File: config.mk
export PLATFORM = sky130hd
export DESIGN_NAME = pot_cmd_slave
export DESIGN_NICKNAME = d
export VERILOG_FILES = /design/src/rtl/potcmd_pkg.sv /design/src/rtl/twi_line_sync.sv /design/src/rtl/pot_insn_decode.sv /design/src/rtl/pot_cmd_fsm.sv /design/src/rtl/pot_cmd_slave.sv
export SDC_FILE = /design/constraint.sdc
export NUM_CORES = 1
export LEC_CHECK = 0
export ABC_CLOCK_PERIOD_IN_PS = 2500
export BUFFER_PORTS_ARGS = -buffer_cell sky130_fd_sc_hd__buf_2
export CAP_MARGIN = 25
export CORE_MARGIN = 4
export CORE_UTILIZATION = 45
export DETAILED_ROUTE_END_ITERATION = 8
export GPL_TIMING_DRIVEN = 0
export PLACE_DENSITY = 0.74
export SYNTH_ARGS = -nofsm -noshare
export SYNTH_HDL_FRONTEND = slang
export SYNTH_HIERARCHICAL = 1
export SYNTH_SLANG_ARGS = --single-unit
File: constraint.sdc
create_clock -name clk -period 2.5 [get_ports clk]
set_input_delay 0.5 -clock clk [delete_from_list [all_inputs] [get_ports clk]]
set_output_delay 0.5 -clock clk [all_outputs]
set_load 0.01 [all_outputs]
File: src/rtl/potcmd_pkg.sv
package potcmd_pkg;
  localparam int BYTE_W = 8;
  localparam int OP_W   = 4;
  localparam int POT_W  = 2;
  localparam int REG_W  = 2;
  localparam int ADDR_W = 4;
  localparam int KIND_W = 4;
  localparam int CNT_W  = $clog2(BYTE_W);

  typedef enum logic [KIND_W-1:0] {
    REQ_NONE      = 4'd0,
    REQ_RD_WIPER  = 4'd1,
    REQ_WR_WIPER  = 4'd2,
    REQ_RD_DREG   = 4'd3,
    REQ_WR_DREG   = 4'd4,
    REQ_LD_WIPER  = 4'd5,
    REQ_ST_WIPER  = 4'd6,
    REQ_GLD_WIPER = 4'd7,
    REQ_GST_WIPER = 4'd8,
    REQ_STEP_UP   = 4'd9,
    REQ_STEP_DN   = 4'd10
  } req_kind_e;

  typedef struct packed {
    logic      valid;
    req_kind_e kind;
    logic      has_data;
    logic      is_read;
    logic      is_nv;
    logic      is_step;
  } insn_info_t;

  function automatic logic addr_hit(input logic [BYTE_W-1:0] b,
                                    input logic [OP_W-1:0]   dev_type,
                                    input logic [ADDR_W-1:0] pins);
    return (b[BYTE_W-1 -: OP_W] == dev_type) && (b[ADDR_W-1:0] == pins);
  endfunction

  function automatic logic [POT_W-1:0] pot_field(input logic [BYTE_W-1:0] b);
    return b[POT_W-1:0];
  endfunction

  function automatic logic [REG_W-1:0] reg_field(input logic [BYTE_W-1:0] b);
    return b[POT_W +: REG_W];
  endfunction

  function automatic logic kind_is_nv(input req_kind_e k);
    return (k == REQ_WR_DREG) || (k == REQ_ST_WIPER) || (k == REQ_GST_WIPER);
  endfunction

  function automatic logic kind_is_step(input req_kind_e k);
    return (k == REQ_STEP_UP) || (k == REQ_STEP_DN);
  endfunction
endpackage

File: src/rtl/twi_line_sync.sv
module twi_line_sync #(
  parameter int STAGES = 2
) (
  input  logic clk,
  input  logic rst_n,
  input  logic scl_i,
  input  logic sda_i,
  output logic scl_s,
  output logic sda_s,
  output logic scl_rise,
  output logic scl_fall,
  output logic start_det,
  output logic stop_det
);
  logic [STAGES-1:0] scl_pipe, sda_pipe;
  logic scl_prev, sda_prev;

  always_ff @(posedge clk or negedge rst_n) begin
    if (!rst_n) begin
      scl_pipe <= '1;
      sda_pipe <= '1;
      scl_prev <= 1'b1;
      sda_prev <= 1'b1;
    end else begin
      scl_pipe <= {scl_pipe[STAGES-2:0], scl_i};
      sda_pipe <= {sda_pipe[STAGES-2:0], sda_i};
      scl_prev <= scl_pipe[STAGES-1];
      sda_prev <= sda_pipe[STAGES-1];
    end
  end

  assign scl_s     = scl_pipe[STAGES-1];
  assign sda_s     = sda_pipe[STAGES-1];
  assign scl_rise  = scl_s & ~scl_prev;
  assign scl_fall  = ~scl_s & scl_prev;
  assign start_det = scl_s & scl_prev & sda_prev & ~sda_s;
  assign stop_det  = scl_s & scl_prev & ~sda_prev & sda_s;

  // a bus condition needs a steady high clock, so it never meets a clock edge
  a_r1_cond_not_on_edge: assert property (@(posedge clk) disable iff (!rst_n)
    (start_det || stop_det) |-> !(scl_rise || scl_fall));
endmodule

File: src/rtl/pot_insn_decode.sv
module pot_insn_decode import potcmd_pkg::*; (
  input  logic [BYTE_W-1:0] insn_byte,
  output insn_info_t        info
);
  logic [OP_W-1:0] opcode;
  assign opcode = insn_byte[BYTE_W-1 -: OP_W];

  always_comb begin
    info = '{valid: 1'b1, kind: REQ_NONE, has_data: 1'b0,
             is_read: 1'b0, is_nv: 1'b0, is_step: 1'b0};
    unique case (opcode)
      4'b1001: begin info.kind = REQ_RD_WIPER;  info.is_read  = 1'b1; end
      4'b1010: begin info.kind = REQ_WR_WIPER;  info.has_data = 1'b1; end
      4'b1011: begin info.kind = REQ_RD_DREG;   info.is_read  = 1'b1; end
      4'b1100: begin info.kind = REQ_WR_DREG;   info.has_data = 1'b1; info.is_nv = 1'b1; end
      4'b1101: info.kind = REQ_LD_WIPER;
      4'b1110: begin info.kind = REQ_ST_WIPER;  info.is_nv = 1'b1; end
      4'b0001: info.kind = REQ_GLD_WIPER;
      4'b1000: begin info.kind = REQ_GST_WIPER; info.is_nv = 1'b1; end
      4'b0010: begin info.kind = REQ_STEP_UP;   info.is_step = 1'b1; end
      default: info.valid = 1'b0;
    endcase
  end

  // an undefined opcode never carries a request kind
  always_comb begin
    a_r11_undef_no_kind: assert (info.valid || info.kind == REQ_NONE);
  end
endmodule

File: src/rtl/pot_cmd_fsm.sv
module pot_cmd_fsm import potcmd_pkg::*; #(
  parameter logic [OP_W-1:0] DEV_TYPE = 4'b0101
) (
  input  logic              clk,
  input  logic              rst_n,
  input  logic              scl_s,
  input  logic              sda_s,
  input  logic              scl_rise,
  input  logic              scl_fall,
  input  logic              start_det,
  input  logic              stop_det,
  input  logic [ADDR_W-1:0] dev_addr,
  input  logic              nv_busy,
  input  insn_info_t        info,
  output logic [BYTE_W-1:0] insn_byte,
  output logic              sda_oe,
  output logic              req_valid,
  output req_kind_e         req_kind,
  output logic [POT_W-1:0]  req_pot,
  output logic [REG_W-1:0]  req_reg,
  output logic [BYTE_W-1:0] req_wdata,
  input  logic [BYTE_W-1:0] rsp_rdata
);
  typedef enum logic [3:0] {
    ST_IDLE, ST_ADDR, ST_ADDR_ACK, ST_INSN, ST_INSN_ACK, ST_DATA,
    ST_DATA_ACK, ST_RD_LOAD, ST_RD_BIT, ST_RD_MACK, ST_STEP, ST_HOLD
  } state_e;

  state_e            state_q;
  logic [CNT_W-1:0]  bit_cnt;
  logic [BYTE_W-1:0] shreg;
  logic              byte_full;
  insn_info_t        info_q;
  logic [POT_W-1:0]  pot_q;
  logic [REG_W-1:0]  reg_q;
  logic [BYTE_W-1:0] data_q;
  logic              nv_pend;
  logic              step_dir, step_armed;
  logic              rx_state, byte_end;

  assign insn_byte = shreg;
  assign rx_state  = (state_q == ST_ADDR) || (state_q == ST_INSN) || (state_q == ST_DATA);
  assign byte_end  = rx_state && scl_fall && byte_full;

  always_ff @(posedge clk or negedge rst_n) begin
    if (!rst_n) begin
      state_q    <= ST_IDLE;
      bit_cnt    <= '0;
      shreg      <= '0;
      byte_full  <= 1'b0;
      info_q     <= '0;
      pot_q      <= '0;
      reg_q      <= '0;
      data_q     <= '0;
      nv_pend    <= 1'b0;
      step_dir   <= 1'b0;
      step_armed <= 1'b0;
      sda_oe     <= 1'b0;
      req_valid  <= 1'b0;
      req_kind   <= REQ_NONE;
      req_pot    <= '0;
      req_reg    <= '0;
      req_wdata  <= '0;
    end else begin
      req_valid <= 1'b0;
      if (start_det) begin
        state_q    <= ST_ADDR;
        bit_cnt    <= '0;
        byte_full  <= 1'b0;
        nv_pend    <= 1'b0;
        step_armed <= 1'b0;
        sda_oe     <= 1'b0;
      end else if (stop_det) begin
        state_q    <= ST_IDLE;
        sda_oe     <= 1'b0;
        step_armed <= 1'b0;
        nv_pend    <= 1'b0;
        if (nv_pend) begin
          req_valid <= 1'b1;
          req_kind  <= info_q.kind;
          req_pot   <= pot_q;
          req_reg   <= reg_q;
          req_wdata <= info_q.has_data ? data_q : '0;
        end
      end else begin
        if (rx_state && scl_rise) begin
          shreg   <= {shreg[BYTE_W-2:0], sda_s};
          bit_cnt <= bit_cnt + 1'b1;
          if (bit_cnt == CNT_W'(BYTE_W-1)) byte_full <= 1'b1;
        end
        if (byte_end) byte_full <= 1'b0;
        unique case (state_q)
          ST_ADDR: if (byte_end) begin
            if (addr_hit(shreg, DEV_TYPE, dev_addr) && !nv_busy) begin
              sda_oe  <= 1'b1;
              state_q <= ST_ADDR_ACK;
            end else begin
              state_q <= ST_IDLE;
            end
          end
          ST_ADDR_ACK: if (scl_fall) begin
            sda_oe  <= 1'b0;
            bit_cnt <= '0;
            state_q <= ST_INSN;
          end
          ST_INSN: if (byte_end) begin
            if (info.valid) begin
              info_q  <= info;
              pot_q   <= pot_field(shreg);
              reg_q   <= reg_field(shreg);
              sda_oe  <= 1'b1;
              state_q <= ST_INSN_ACK;
            end else begin
              state_q <= ST_IDLE;
            end
          end
          ST_INSN_ACK: if (scl_fall) begin
            sda_oe  <= 1'b0;
            bit_cnt <= '0;
            if (info_q.has_data) begin
              state_q <= ST_DATA;
            end else if (info_q.is_step) begin
              state_q <= ST_STEP;
            end else if (info_q.is_nv) begin
              nv_pend <= 1'b1;
              state_q <= ST_HOLD;
            end else begin
              req_valid <= 1'b1;
              req_kind  <= info_q.kind;
              req_pot   <= pot_q;
              req_reg   <= reg_q;
              req_wdata <= '0;
              state_q   <= info_q.is_read ? ST_RD_LOAD : ST_HOLD;
            end
          end
          ST_DATA: if (byte_end) begin
            data_q  <= shreg;
            sda_oe  <= 1'b1;
            state_q <= ST_DATA_ACK;
          end
          ST_DATA_ACK: if (scl_fall) begin
            sda_oe  <= 1'b0;
            state_q <= ST_HOLD;
            if (info_q.is_nv) begin
              nv_pend <= 1'b1;
            end else begin
              req_valid <= 1'b1;
              req_kind  <= info_q.kind;
              req_pot   <= pot_q;
              req_reg   <= reg_q;
              req_wdata <= data_q;
            end
          end
          ST_RD_LOAD: begin
            shreg   <= rsp_rdata;
            sda_oe  <= ~rsp_rdata[BYTE_W-1];
            bit_cnt <= '0;
            state_q <= ST_RD_BIT;
          end
          ST_RD_BIT: if (scl_fall) begin
            if (bit_cnt == CNT_W'(BYTE_W-1)) begin
              sda_oe  <= 1'b0;
              state_q <= ST_RD_MACK;
            end else begin
              shreg   <= {shreg[BYTE_W-2:0], 1'b0};
              sda_oe  <= ~shreg[BYTE_W-2];
              bit_cnt <= bit_cnt + 1'b1;
            end
          end
          ST_RD_MACK: if (scl_fall) state_q <= ST_HOLD;
          ST_STEP: begin
            if (scl_rise) begin
              step_dir   <= sda_s;
              step_armed <= 1'b1;
            end else if (scl_fall && step_armed) begin
              step_armed <= 1'b0;
              req_valid  <= 1'b1;
              req_kind   <= step_dir ? REQ_STEP_UP : REQ_STEP_DN;
              req_pot    <= pot_q;
              req_reg    <= reg_q;
              req_wdata  <= '0;
            end
          end
          default: ;
        endcase
      end
    end
  end

  // the output enable is raised only in answer to a clock falling edge
  a_r12_oe_after_fall: assert property (@(posedge clk) disable iff (!rst_n)
    $rose(sda_oe) |-> ($past(scl_fall) || $past(scl_fall, 2)));
  // the output enable never moves while the clock line is high
  a_r12_oe_scl_low: assert property (@(posedge clk) disable iff (!rst_n)
    (sda_oe != $past(sda_oe)) |-> !scl_s);
  // stores reach the bank only right after a stop
  a_r7_nv_on_stop: assert property (@(posedge clk) disable iff (!rst_n)
    (req_valid && kind_is_nv(req_kind)) |-> $past(stop_det));
  // a step request follows a clock falling edge
  a_r9_step_on_fall: assert property (@(posedge clk) disable iff (!rst_n)
    (req_valid && kind_is_step(req_kind)) |-> $past(scl_fall));
  // requests are single-cycle pulses
  a_r4_single_pulse: assert property (@(posedge clk) disable iff (!rst_n)
    req_valid |=> !req_valid);
  // an address acknowledge is never given while a store is busy
  a_r10_no_ack_busy: assert property (@(posedge clk) disable iff (!rst_n)
    ($rose(sda_oe) && state_q == ST_ADDR_ACK) |-> !$past(nv_busy));
endmodule

File: src/rtl/pot_cmd_slave.sv
module pot_cmd_slave import potcmd_pkg::*; #(
  parameter int              SYNC_STAGES = 2,
  parameter logic [OP_W-1:0] DEV_TYPE    = 4'b0101
) (
  input  logic              clk,
  input  logic              rst_n,
  input  logic [ADDR_W-1:0] dev_addr,
  input  logic              scl_i,
  input  logic              sda_i,
  output logic              sda_oe,
  input  logic              nv_busy,
  output logic              req_valid,
  output logic [KIND_W-1:0] req_kind,
  output logic [POT_W-1:0]  req_pot,
  output logic [REG_W-1:0]  req_reg,
  output logic [BYTE_W-1:0] req_wdata,
  input  logic [BYTE_W-1:0] rsp_rdata
);
  logic scl_s, sda_s, scl_rise, scl_fall, start_det, stop_det;
  logic [BYTE_W-1:0] insn_byte;
  insn_info_t        info;
  req_kind_e         kind_e;

  twi_line_sync #(.STAGES(SYNC_STAGES)) u_sync (
    .clk(clk), .rst_n(rst_n), .scl_i(scl_i), .sda_i(sda_i),
    .scl_s(scl_s), .sda_s(sda_s), .scl_rise(scl_rise), .scl_fall(scl_fall),
    .start_det(start_det), .stop_det(stop_det));

  pot_insn_decode u_dec (.insn_byte(insn_byte), .info(info));

  pot_cmd_fsm #(.DEV_TYPE(DEV_TYPE)) u_fsm (
    .clk(clk), .rst_n(rst_n), .scl_s(scl_s), .sda_s(sda_s),
    .scl_rise(scl_rise), .scl_fall(scl_fall),
    .start_det(start_det), .stop_det(stop_det),
    .dev_addr(dev_addr), .nv_busy(nv_busy), .info(info),
    .insn_byte(insn_byte), .sda_oe(sda_oe),
    .req_valid(req_valid), .req_kind(kind_e), .req_pot(req_pot),
    .req_reg(req_reg), .req_wdata(req_wdata), .rsp_rdata(rsp_rdata));

  assign req_kind = kind_e;
endmodule

==> results.sh, run 1 <==
export IMPL_area_growth_syn_to_layout_pct=16.80
export IMPL_ys_seq_area_frac=0.4890
export IMPL_ys_top_cells_by_area="dfrtp_1 44%, dfstp_2 4.9%, nand2_1 4.6%"
export IMPL_wl_per_cell_um=16.28
export IMPL_synth_warnings=6
export IMPL_vias=2536
export IMPL_cts_buffers=9
export IMPL_final_nets=370
export IMPL_dieArea_mm2=0.008620
export IMPL_io_buffers=34
export IMPL_drv_slew=0
export IMPL_start_util=0.4690
export IMPL_drtAntennaViolNets=0
export IMPL_overflow=0
export IMPL_yosysTopAreaCell="dfrtp_1"
export IMPL_first_pass_iters=4
export IMPL_synth_seq_cells=63
export IMPL_vias_per_cell=5.611
export IMPL_stdcell_count=452
export IMPL_cp_arrival_ns=2.65
export IMPL_cts_sinks=63
export IMPL_outcome="finished, final reports clean"
export IMPL_clock_latency_ns=0.34
export IMPL_cp_required_ns=2.73
export IMPL_placed_area_mm2=0.003550
export IMPL_placedCellCount=437
export IMPL_hold_path_class="input pin to async pin"
export IMPL_cts_tree="done"
export IMPL_antenna_cells=0
export IMPL_syn_nets=325
export IMPL_wl_um=7357
export IMPL_pwr_density_cell_mw_per_mm2=759.2
export IMPL_finalCritPeriodShare=0.9697
export IMPL_power_leakage_nw=1.713
export IMPL_holdBufCountCts=0
export IMPL_layout_drive_gt1_share=0.2949
export IMPL_finalWeightedCongestion=0.8854
export IMPL_synth_top_area_frac=0.4403
export IMPL_cts_root_buffer="clkbuf_8"
export IMPL_final_area_mm2=0.003784
export IMPL_worstPathMaxFanout=9
export IMPL_slew_headroom=0.3585
export IMPL_synth_edff_count=0
export IMPL_critPathLaunchType="register"
export IMPL_die_h_um=92.85
export IMPL_ios=35
export IMPL_layout_min_cycle_time_ns=2.424
export IMPL_ys_types=62
export IMPL_cap_violations=0
export IMPL_vdd_drop_max_v=0.0005446
export IMPL_synthArstFlopShare=1.000
export IMPL_postLayoutCoreUtil=0.5478
export IMPL_finalSetupViolCount=0
export IMPL_grt_max_degree=42
export IMPL_endpoint_kind="register"
export IMPL_drc=0
export IMPL_clk_path_buf_depth=2
export IMPL_synth_main_ff_cell="dfrtp_1"
export IMPL_syn_area_per_cell_um2=10.59
export IMPL_grt_first_pass_wirelength_um=12150
export IMPL_netlist_area_mm2=0.003239
export IMPL_max_freq_mhz=412.5
export IMPL_first_iter_violations=234
export IMPL_hpwlAfterDp_um=5277
export IMPL_antenna_found_initial=0
export IMPL_rows=30
export IMPL_grtUsageTotal=0.1797
export IMPL_hold_viol=0
export IMPL_die_width_um=92.85
export IMPL_worst_pin_slew_ns=0.9541
export IMPL_clk_pin_slew_ns=0.08
export IMPL_p_total_mw=2.873
export IMPL_ctsHtreeMaxLevel=3
export IMPL_fin_setup_tns_ns=0
export IMPL_grt_pass1_vias=2461
export IMPL_synthCells=306
export IMPL_coreArea_mm2=0.006907
export IMPL_worstSetupPathType="register to register"
export IMPL_fin_skew_ns=0.007580
[stage by stage]
stage                     setup slack (ns)  hold slack, ns
final                              0.07563          0.1356
after global routing             -0.006662          0.1653
after CTS                          0.01016          0.1381
after detailed placement           -0.1766          0.3508
after global placement             -0.1309          0.3458
after floorplan                     0.1094          0.2044
[metal layers]
layer / routed length, um / vias up / global-route usage
li1: - / 1191 / -
met1: 3345 / 1243 / 0.2559
met2: 3428 / 89 / 0.2651
met3: 464 / 13 / 0.03899
met4: 119 / 0 / 0.07326
met5: 0 / - / 0
[placed cells by master, fill, tap and decap left out, drive strengths merged, types with 3 or more instances in the layout]
cell / netlist / layout
inv: 7 / 8
or2: 4 / 4
o21ai: 25 / 25
a21oi: 17 / 17
mux2: 27 / 27
o31ai: 3 / 3
nor2: 14 / 14
buf: 8 / 44
nand2b: 10 / 10
a211oi: 6 / 6
dfrtp: 57 / 57
nor4b: 4 / 4
a31o: 3 / 3
xnor2: 4 / 4
dfstp: 6 / 6
and4b: 3 / 3
clkinv: 0 / 3
o21bai: 4 / 4
nor2b: 4 / 4
nand2: 40 / 40
a22oi: 9 / 9
nor3: 3 / 3
clkbuf: 13 / 20
[timing repair]
action                     in CTS  in global routing
gates resized for setup         4                  9
setup buffers                   1                  0
pin swaps                       1                  0
setup endpoints to repair      32                 36
[worst max-delay path, stage by stage (launching register included)]
cell and delay [ns]:
dfstp_2 0.53, and4b_1 0.18, clkbuf_1 0.24, or2_2 0.40
or4b_4 0.61, mux2_1 0.35
[synthesized netlist by cell type, types with 2 or more instances]
| cell type | count |
|---|---|
| mux2i_1 | 2 |
| inv_1 | 5 |
| dfstp_2 | 6 |
| dfrtp_1 | 57 |
| buf_6 | 2 |
| mux2_2 | 7 |
| a31o_1 | 2 |
| ha_1 | 2 |
| nand2_1 | 40 |
| nor3_1 | 3 |
| o21bai_1 | 4 |
| o21ai_0 | 10 |
| nand3_1 | 2 |
| nor4b_1 | 2 |
| clkbuf_1 | 13 |
| inv_2 | 2 |
| xnor2_1 | 4 |
| a21oi_1 | 17 |
| mux2_4 | 9 |
| nor2b_1 | 4 |
| or2_2 | 4 |
| a31oi_1 | 2 |
| xor2_1 | 2 |
| a311o_1 | 2 |
| buf_4 | 2 |
| o31ai_1 | 2 |
| and4b_1 | 3 |
| a22oi_1 | 9 |
| nor2_1 | 14 |
| a211oi_1 | 5 |
| nand2b_1 | 10 |
| buf_2 | 3 |
| and2_1 | 2 |
| mux2_1 | 11 |
| o21ai_1 | 15 |
[worst paths after layout]
path                                    startpoint                  to  slack (ns)  depth (start not counted)
worst max-delay path               u_sync/sda_prev     u_fsm/data_q[3]        0.08                          5
worst min-delay path                         rst_n     u_fsm/info_q[3]        0.14                          1
worst max register to register     u_sync/sda_prev     u_fsm/data_q[3]        0.08                          5
worst min register to register  u_sync/scl_pipe[0]  u_sync/scl_pipe[1]        0.36                          0
max in group asynchronous                    rst_n  u_sync/sda_pipe[1]        1.70                          2
min in group clk                             sda_i  u_sync/sda_pipe[0]        0.25                          1
[power breakdown]
part	total (mW)	leakage, nW	switching, mW	internal [mW]
Combinational	0.728	0.773	0.401	0.328
Sequential	1.27	0.844	0.147	1.12
Clock	0.878	0.0956	0.417	0.461
[final cells by class]
cell class                      count  area (um^2)
Sequential cell                    63         1584
Buffer                             19        113.9
Clock inverter                      7        72.57
Multi-Input combinational cell    215         1545
Clock buffer                        9        123.9
Inverter                            7        26.28
Tap cell                           96        120.1
Timing Repair Buffer               36        197.7
Fill cell                         634         3123
[kinds of logic (layout without fill, tap and decap cells)]
family,after synthesis,after routing,synth area share
buffers and inverters,28,78,0.04403
adders and majority gates,2,2,0.007724
AOI/OAI and AO/OA,82,82,0.1684
DFF,63,63,0.4890
muxes,29,29,0.1105
xor gates and xnor gates,6,6,0.01622
and+or+nand+nor,96,96,0.1642
Power figures use the tool's default switching activity.
==> run 2, diff against run 1 <==
- CTS_BUF_LIST: unset -> sky130_fd_sc_hd__clkbuf_2
==> results.sh, run 2 (synthesized netlist as in run 1, its figures left out) <==
export IMPL_critPathLaunchType="register"
export IMPL_hold_path_class="input pin to register"
export IMPL_first_pass_iters=5
export IMPL_clk_path_buf_depth=2
export IMPL_layout_min_cycle_time_ns=2.392
export IMPL_cp_required_ns=2.91
export IMPL_stdcell_count=451
export IMPL_grt_max_degree=42
export IMPL_r2r_cells=7
export IMPL_slowest_delay_ns=0.59
export IMPL_max_freq_mhz=418.0
export IMPL_fin_setup_tns_ns=0
export IMPL_rows=30
export IMPL_cts_tree="done"
export IMPL_ios=35
export IMPL_vias=2547
export IMPL_die_width_um=92.85
export IMPL_clock_latency_ns=0.51
export IMPL_grtUsageTotal=0.1797
export IMPL_placed_area_mm2=0.003550
export IMPL_final_area_mm2=0.003707
export IMPL_vdd_drop_max_v=0.0004832
export IMPL_final_cell_mix="57 x dfrtp_1, 40 x nand2_1, 37 x buf_2"
export IMPL_layout_drive_gt1_share=0.2958
export IMPL_layout_cells_most_common="dfrtp_1"
export IMPL_worst_pin_slew_ns=0.9573
export IMPL_wl_per_cell_um=16.32
export IMPL_cp_cell_sequence="nor2b_4 -> or4b_4 -> a211oi_4 -> and4_1 -> buf_4 -> buf_8 -> mux2_4"
export IMPL_antenna_found_initial=0
export IMPL_clk_pin_slew_ns=0.19
export IMPL_drv_slew=0
export IMPL_hold_viol=0
export IMPL_wl_um=7361
export IMPL_coreArea_mm2=0.006907
export IMPL_grt_first_pass_wirelength_um=12080
export IMPL_fin_hold_ws_ns=0.06101
export IMPL_finalCritPeriodShare=0.9569
export IMPL_die_h_um=92.85
export IMPL_overflow=0
export IMPL_first_iter_violations=208
export IMPL_ctsHtreeMaxLevel=3
export IMPL_cp_arrival_ns=2.80
export IMPL_io_buffers=34
export IMPL_crit_path_end="u_fsm/info_q[3]"
export IMPL_drc=0
export IMPL_cp_slowest_cell="dfstp_2"
export IMPL_area_growth_syn_to_layout_pct=14.45
export IMPL_r2r_start="u_sync/scl_prev"
export IMPL_worstSetupPathType="register to register"
export IMPL_grt_pass1_vias=2442
export IMPL_vias_per_cell=5.647
export IMPL_p_total_mw=2.621
export IMPL_rsz0062_at_grt="false"
export IMPL_endpoint_kind="register"
export IMPL_cap_violations=0
export IMPL_worstReg2RegEnd="u_fsm/info_q[3]"
export IMPL_cts_buffers=9
export IMPL_hpwlAfterDp_um=5277
export IMPL_worstPathMaxFanout=10
export IMPL_min_path_cells=1
export IMPL_drtAntennaViolNets=0
export IMPL_cts_sinks=63
export IMPL_placedCellCount=437
export IMPL_start_util=0.4690
export IMPL_slew_headroom=0.3563
export IMPL_dieArea_mm2=0.008620
export IMPL_fin_skew_ns=0.01887
export IMPL_cts_root_buffer="clkbuf_2"
export IMPL_pwr_density_cell_mw_per_mm2=706.9
export IMPL_final_nets=369
export IMPL_finalWeightedCongestion=0.8854
export IMPL_finalSetupViolCount=0
export IMPL_outcome="finished, final reports clean"
export IMPL_power_leakage_nw=1.687
export IMPL_antenna_cells=0
export IMPL_crit_start="u_sync/scl_prev"
export IMPL_reg2reg_setup_slack_ns=0.11
run 2: cell types whose count changed in the layout (fill, tap and decap cells not counted):
cell	previous run	this run
clkbuf_1	7	5
dlygate4sd3_1	0	1
clkbuf_8	9	0
clkbuf_2	4	13
run 2: what timing repair did:
item,in CTS,in global routing
buffers inserted,1,0
resized for setup,4,9
hold buffers,1,0
endpoints found under the hold margin,22,0
pin swaps,1,0
endpoints found under the setup margin,35,36
run 2: per-layer routing:
layer | vias to the layer above | global-route usage | share of wire
li1 | 1197 | - | -
met2 | 76 | 0.2645 | 0.47
met1 | 1262 | 0.2595 | 0.46
met4 | 0 | 0.06227 | 0.015
met5 | - | 0 | 0
met3 | 12 | 0.04143 | 0.053
run 2: per-stage QoR:
stage	utilization	setup WS [ns]
final	0.5368	0.1078
after global routing	0.5368	0.01617
after CTS	0.5348	0.002386
after detailed placement	0.5139	-0.1766
after global placement	0.5111	-0.1309
after floorplan	-	0.1094
run 2: layout make-up:
type,count,area [um^2]
fill,640,3199
buffer,17,106.4
clock inverter,7,72.57
inverter,7,26.28
sequential,63,1584
multi-input combinational,215,1545
tap,96,120.1
timing repair buffer,37,207.7
clock buffer,9,45.04
run 2: worst min path at each step:
stage | from | to
after floorplan | rst_n | u_fsm/bit_cnt[0]
after global placement | u_sync/sda_pipe[0] | u_sync/sda_pipe[1]
after detailed placement | u_sync/scl_pipe[0] | u_sync/scl_pipe[1]
after CTS | sda_i | u_sync/sda_pipe[0]
after global routing | sda_i | u_sync/sda_pipe[0]
final | sda_i | u_sync/sda_pipe[0]
run 2: where the power goes:
group	leakage [nW]	total, mW	switching (mW)	internal (mW)
sequential	0.844	1.27	0.147	1.12
combinational	0.775	0.726	0.397	0.329
clock	0.0683	0.629	0.398	0.232
total	1.69	2.62	0.942	1.68
run 2: critical path, delay by kind of cell (launching register included):
kind	cells	cell delay, ns
compound gates	1	0.25
buf+inv	2	0.30
mux	1	0.31
simple gates	3	0.86
flops	1	0.59
